`config.mk`:
```
export PLATFORM = sky130hd
export DESIGN_NAME = extint_cond
export DESIGN_NICKNAME = d
export VERILOG_FILES = /design/src/rtl/extint_cond.sv
export SDC_FILE = /design/constraint.sdc
export NUM_CORES = 1
export LEC_CHECK = 0
export BUFFER_PORTS_ARGS = -buffer_cell sky130_fd_sc_hd__buf_2
export CORE_MARGIN = 2
export CORE_UTILIZATION = 35
export CTS_BUF_LIST = sky130_fd_sc_hd__clkbuf_8
export DETAILED_ROUTE_END_ITERATION = 12
export PLACE_DENSITY_LB_ADDON = 0.1
export REMOVE_ABC_BUFFERS = 1
export SYNTH_ARGS = -nofsm -noshare
export SYNTH_HDL_FRONTEND = slang
export SYNTH_SLANG_ARGS = --single-unit
```
`constraint.sdc`:
```
create_clock -name clk -period 2.6 [get_ports clk]
set_input_delay 0.39 -clock clk [delete_from_list [all_inputs] [get_ports clk]]
set_output_delay 0.39 -clock clk [all_outputs]
set_load 0.005 [all_outputs]
```
`src/rtl/extint_cond.sv`:
```
module extint_cond #(
  parameter int N         = 6,
  parameter int AW        = 8,
  parameter int DW        = 8,
  parameter int MODE_ADDR = 'hF6,
  parameter int CLR_ADDR  = 'hF8,
  parameter int CLR_BASE  = 'h0A
) (
  input  logic          clk,
  input  logic          rst_n,
  input  logic          wr_en,
  input  logic [AW-1:0] addr,
  input  logic [DW-1:0] wdata,
  output logic [DW-1:0] rdata,
  input  logic [N-1:0]  pins,
  output logic [N-1:0]  irq
);
  localparam int POL_LSB = 2;

  logic [N-1:0] s1, s2, prev, pol, clr, hit, nxt;
  logic         lvl;

  wire mode_wr = wr_en && (addr == AW'(MODE_ADDR));
  wire clr_wr  = wr_en && (addr == AW'(CLR_ADDR));

  always_ff @(posedge clk or negedge rst_n)
    if (!rst_n) begin
      pol <= '0;
      lvl <= 1'b0;
    end else if (mode_wr) begin
      pol <= wdata[POL_LSB +: N];
      lvl <= wdata[1];
    end

  always_ff @(posedge clk or negedge rst_n)
    if (!rst_n) begin
      s1   <= '0;
      s2   <= '0;
      prev <= '0;
    end else begin
      s1   <= pins;
      s2   <= s1;
      prev <= s2;
    end

  assign hit = (s2 ^ prev) & (s2 ^ pol);

  for (genvar k = 0; k < N; k++) begin : g_flag
    assign clr[k] = clr_wr && (wdata == DW'(CLR_BASE + k));
    if (k == 0) begin : g_lvl
      assign nxt[k] = lvl ? s2[k] : (hit[k] | (irq[k] & ~clr[k]));
    end else begin : g_edge
      assign nxt[k] = hit[k] | (irq[k] & ~clr[k]);
    end
  end

  always_ff @(posedge clk or negedge rst_n)
    if (!rst_n) irq <= '0;
    else        irq <= nxt;

  assign rdata = (addr == AW'(MODE_ADDR)) ? (DW'(lvl) << 1) : '0;
endmodule

```
==> impl_metrics.csv <==
group,metric,value,unit
detailed_routing,firstDrtPassIters,4,
place,place_ws,0.722,ns
power_and_ir_drop,p_int,0.000775,W
power_and_ir_drop,p_switching,0.000204,W
power_and_ir_drop,swShare,20.9,%
worst_setup_path,critPathSlowestCell,"or4b_4",
place,port_buffers,31,
clocking,htreeDepth,2,
final_layout,diodes,0,
power_and_ir_drop,seqPwrFrac,52.7,%
sta,finalSetupViolations,0,
worst_setup_path,crit_type,"in -> reg",
detailed_routing,drt_wl_total,2220,µm
detailed_routing,viasPerCell,4.60,
sta,tns,0,ns
floorplan,placementRows,22,
clocking,clockBufferDepth,2,
worst_setup_path,start_kind,"input pin",
power_and_ir_drop,worst_ir_drop_vdd,0.344,mV
worst_setup_path,worstPathRequired,2.73,ns
worst_setup_path,worstPathArrival,1.68,ns
final_layout,nets,154,
final_layout,post-route-util,43.2,%
floorplan,core,3610,µm²
logic_synthesis,ys_ff_latch,31,
logic_synthesis,synth_warnings,0,
worst_setup_path,reg2reg_from,"pol[2]$_DFFE_PN0P_",
detailed_routing,vias,819,
logic_synthesis,yosysUniqueCellTypes,27,
global_routing,grt_start_max_net_pins,32,
floorplan,start_util,35.6,%
final_layout,area.growth.synth_to_final,21.3,%
clocking,postCtsSetupBuffers,0,
global_routing,grt.overflow.total,0,
floorplan,die_height,64.6,µm
power_and_ir_drop,p_leak,0.755,nW
sta,post-route-worst-setup-slack,1.06,ns
sta,post-route-period-util,59.4,%
detailed_routing,drt_iter0_markers,38,
worst_setup_path,ff2ff_setup_slack,1.49,ns
final_layout,drive_gt1_share,38.5,%
run_status,status,"finished, final reports clean",
clocking,root_buffer,"clkbuf_8",
final_layout,final_cells,178,
worst_setup_path,reg2regPathDepth,3,
worst_setup_path,reg2reg_to,"irq[2]$_DFF_PN0_",
detailed_routing,wl_per_cell,12.5,µm
global_routing,grt_pass1_vias,786,
logic_synthesis,syn_avg_cell_area,13.8,µm²
clocking,cts_resized,0,
sta,max-slew-margin-rel,55.7,%
worst_setup_path,setup.worst_path.start,"wdata[5]",
detailed_routing,final_antenna_net_count,0,
place,gp_congestion,0.700,
floorplan,die_area,4170,µm²
global_routing,grt_first_pass_wirelength,3770,µm
sta,slew_viol_final,0,
clocking,path_clk_slew,0.06,ns
worst_setup_path,cp_max_fo,2,
sta,max_slew.worst_pin.slew,0.665,ns
final_layout,fillCellCount,348,
flow_run,drv.max_cap_violation_count,0,
clocking,cts_made_buffers,5,
clocking,clk_latency,0.27,ns
power_and_ir_drop,combPwrFrac,6.7,%
clocking,cts.sink_count,31,
sta,rsz0062_at_grt,"no",
power_and_ir_drop,p_per_area,628,nW/µm²
sta,hold_viol,0,
worst_setup_path,crit_path_end_kind,"flip-flop",
worst_setup_path,critical_path.top_delay_family,"simple AND/OR/NAND/NOR gates",
min_path,hp-class,"in -> async",
place,place_inst,170,
sta,fmax,648,MHz
worst_setup_path,cp_cell_sequence,"buf_2, or4b_4, nor4_1, a211oi_1",
detailed_routing,drc,0,
place,dp_hpwl,1670,µm
sta,post-route-min-period,1.54,ns
global_routing,grt_util_all_layers,12.4,%
clocking,cts_hold_buffers,0,
global_routing,antenna_found_initial,0,
floorplan,io_pins,39,
worst_setup_path,cp_slowest_stage_delay,0.57,ns
sta,skew,0.00403,ns
worst_setup_path,crit_buf_inv,1,
floorplan,die_x,64.6,µm
clocking,cts_tree,"done",
power_and_ir_drop,pwr-share-clk,40.6,%
logic_synthesis,netlist_area,1280,µm²
logic_synthesis,ys_seq_area_share,60.4,%
logic_synthesis,synthCells,93,
==> layout by cell type (no fill, tap or decap), types with 5 or more instances in the layout <==
master / n
buf_2: 31
dfrtp_1: 31
mux2_4: 7
conb_1: 7
clkbuf_8: 7
inv_1: 6
nor3b_1: 5
==> worst max-delay path by stage <==
stage / cells past startpoint / slack [ns] / end
2_1_floorplan: 3 / 1.05 / lvl$_DFFE_PN0P_
3_3_place_gp: 4 / 0.69 / irq[0]$_DFF_PN0_
3_5_place_dp: 4 / 0.72 / irq[0]$_DFF_PN0_
4_1_cts: 4 / 1.02 / irq[0]$_DFF_PN0_
5_1_grt: 4 / 0.95 / irq[1]$_DFF_PN0_
6_report: 4 / 1.06 / irq[0]$_DFF_PN0_
==> synthesized netlist by cell type, drive strengths merged <==
library cell	instances	area, µm²
conb	1	3.75
buf	8	63.8
o21bai	1	7.51
nand3	1	10.0
o21ai	3	15.0
and3b	3	26.3
inv	5	18.8
nor2b	3	18.8
nor2	1	3.75
a221oi	3	26.3
nor3b	5	37.5
nand3b	1	7.51
dfrtp	31	776
nor3	2	10.0
or4b	2	23.8
or4bb	2	22.5
a211oi	3	22.5
nand2b	2	12.5
nor4	4	40.0
mux2	7	105
a21oi	2	10.0
or4	1	11.3
nor4b	1	8.76
nand2	1	3.75
==> metal layers <==
metal	global-route usage (%)	wire [µm]	vias up
li1	-	-	398
met5	0	0	-
met1	16.3	1040	389
met2	17.7	989	30
met4	6.38	23	0
met3	4.86	160	2
==> through the flow <==
stage / hold slack (ns) / area (µm²) / power [W]
2_1_floorplan: 0.0944 / 1240 / 0.000552
3_3_place_gp: 0.332 / 1460 / 0.000590
3_5_place_dp: 0.335 / 1460 / 0.000591
4_1_cts: 0.168 / 1560 / 0.000994
5_1_grt: 0.193 / 1560 / 0.00102
6_report: 0.144 / 1560 / 0.000979
==> cell type report <==
| type | count | area (µm²) | share of cell area, % |
|---|---|---|---|
| flip-flops and latches | 31 | 776 | 49.8 |
| multi-input cells | 55 | 449 | 28.8 |
| repair buffers | 31 | 155 | 9.95 |
| clock buffers | 7 | 96.3 | 6.18 |
| well taps | 48 | 60.1 | 3.85 |
| inverters | 5 | 18.8 | 1.20 |
| clock inverters | 1 | 3.75 | 0.241 |
==> cell families after synthesis <==
group	Yosys count	share of synthesized area [%]
AOI/OAI and AO/OA	12	6.33
muxes	7	8.18
other	1	0.292
DFF	31	60.4
buffers and inverters	13	6.43
and+or+nand+nor	29	18.4
==> flip-flops by register name (all words and copies together), names as in the netlist <==
register,cells
irq,6
s1,6
prev,6
pol,6
s2,6
lvl,1
==> power groups by stage <==
| stage | logic (W) | clock network, W | registers, W |
|---|---|---|---|
| detailed placement | 0.0000667 | 0 | 0.000525 |
| global placement | 0.0000665 | 0 | 0.000523 |
| floorplan | 0.0000307 | 0 | 0.000521 |
| finish | 0.0000658 | 0.000398 | 0.000515 |
| CTS | 0.0000672 | 0.000411 | 0.000516 |
| global route | 0.0000748 | 0.000430 | 0.000518 |
Note: power is estimated with default switching activity, not from simulation.
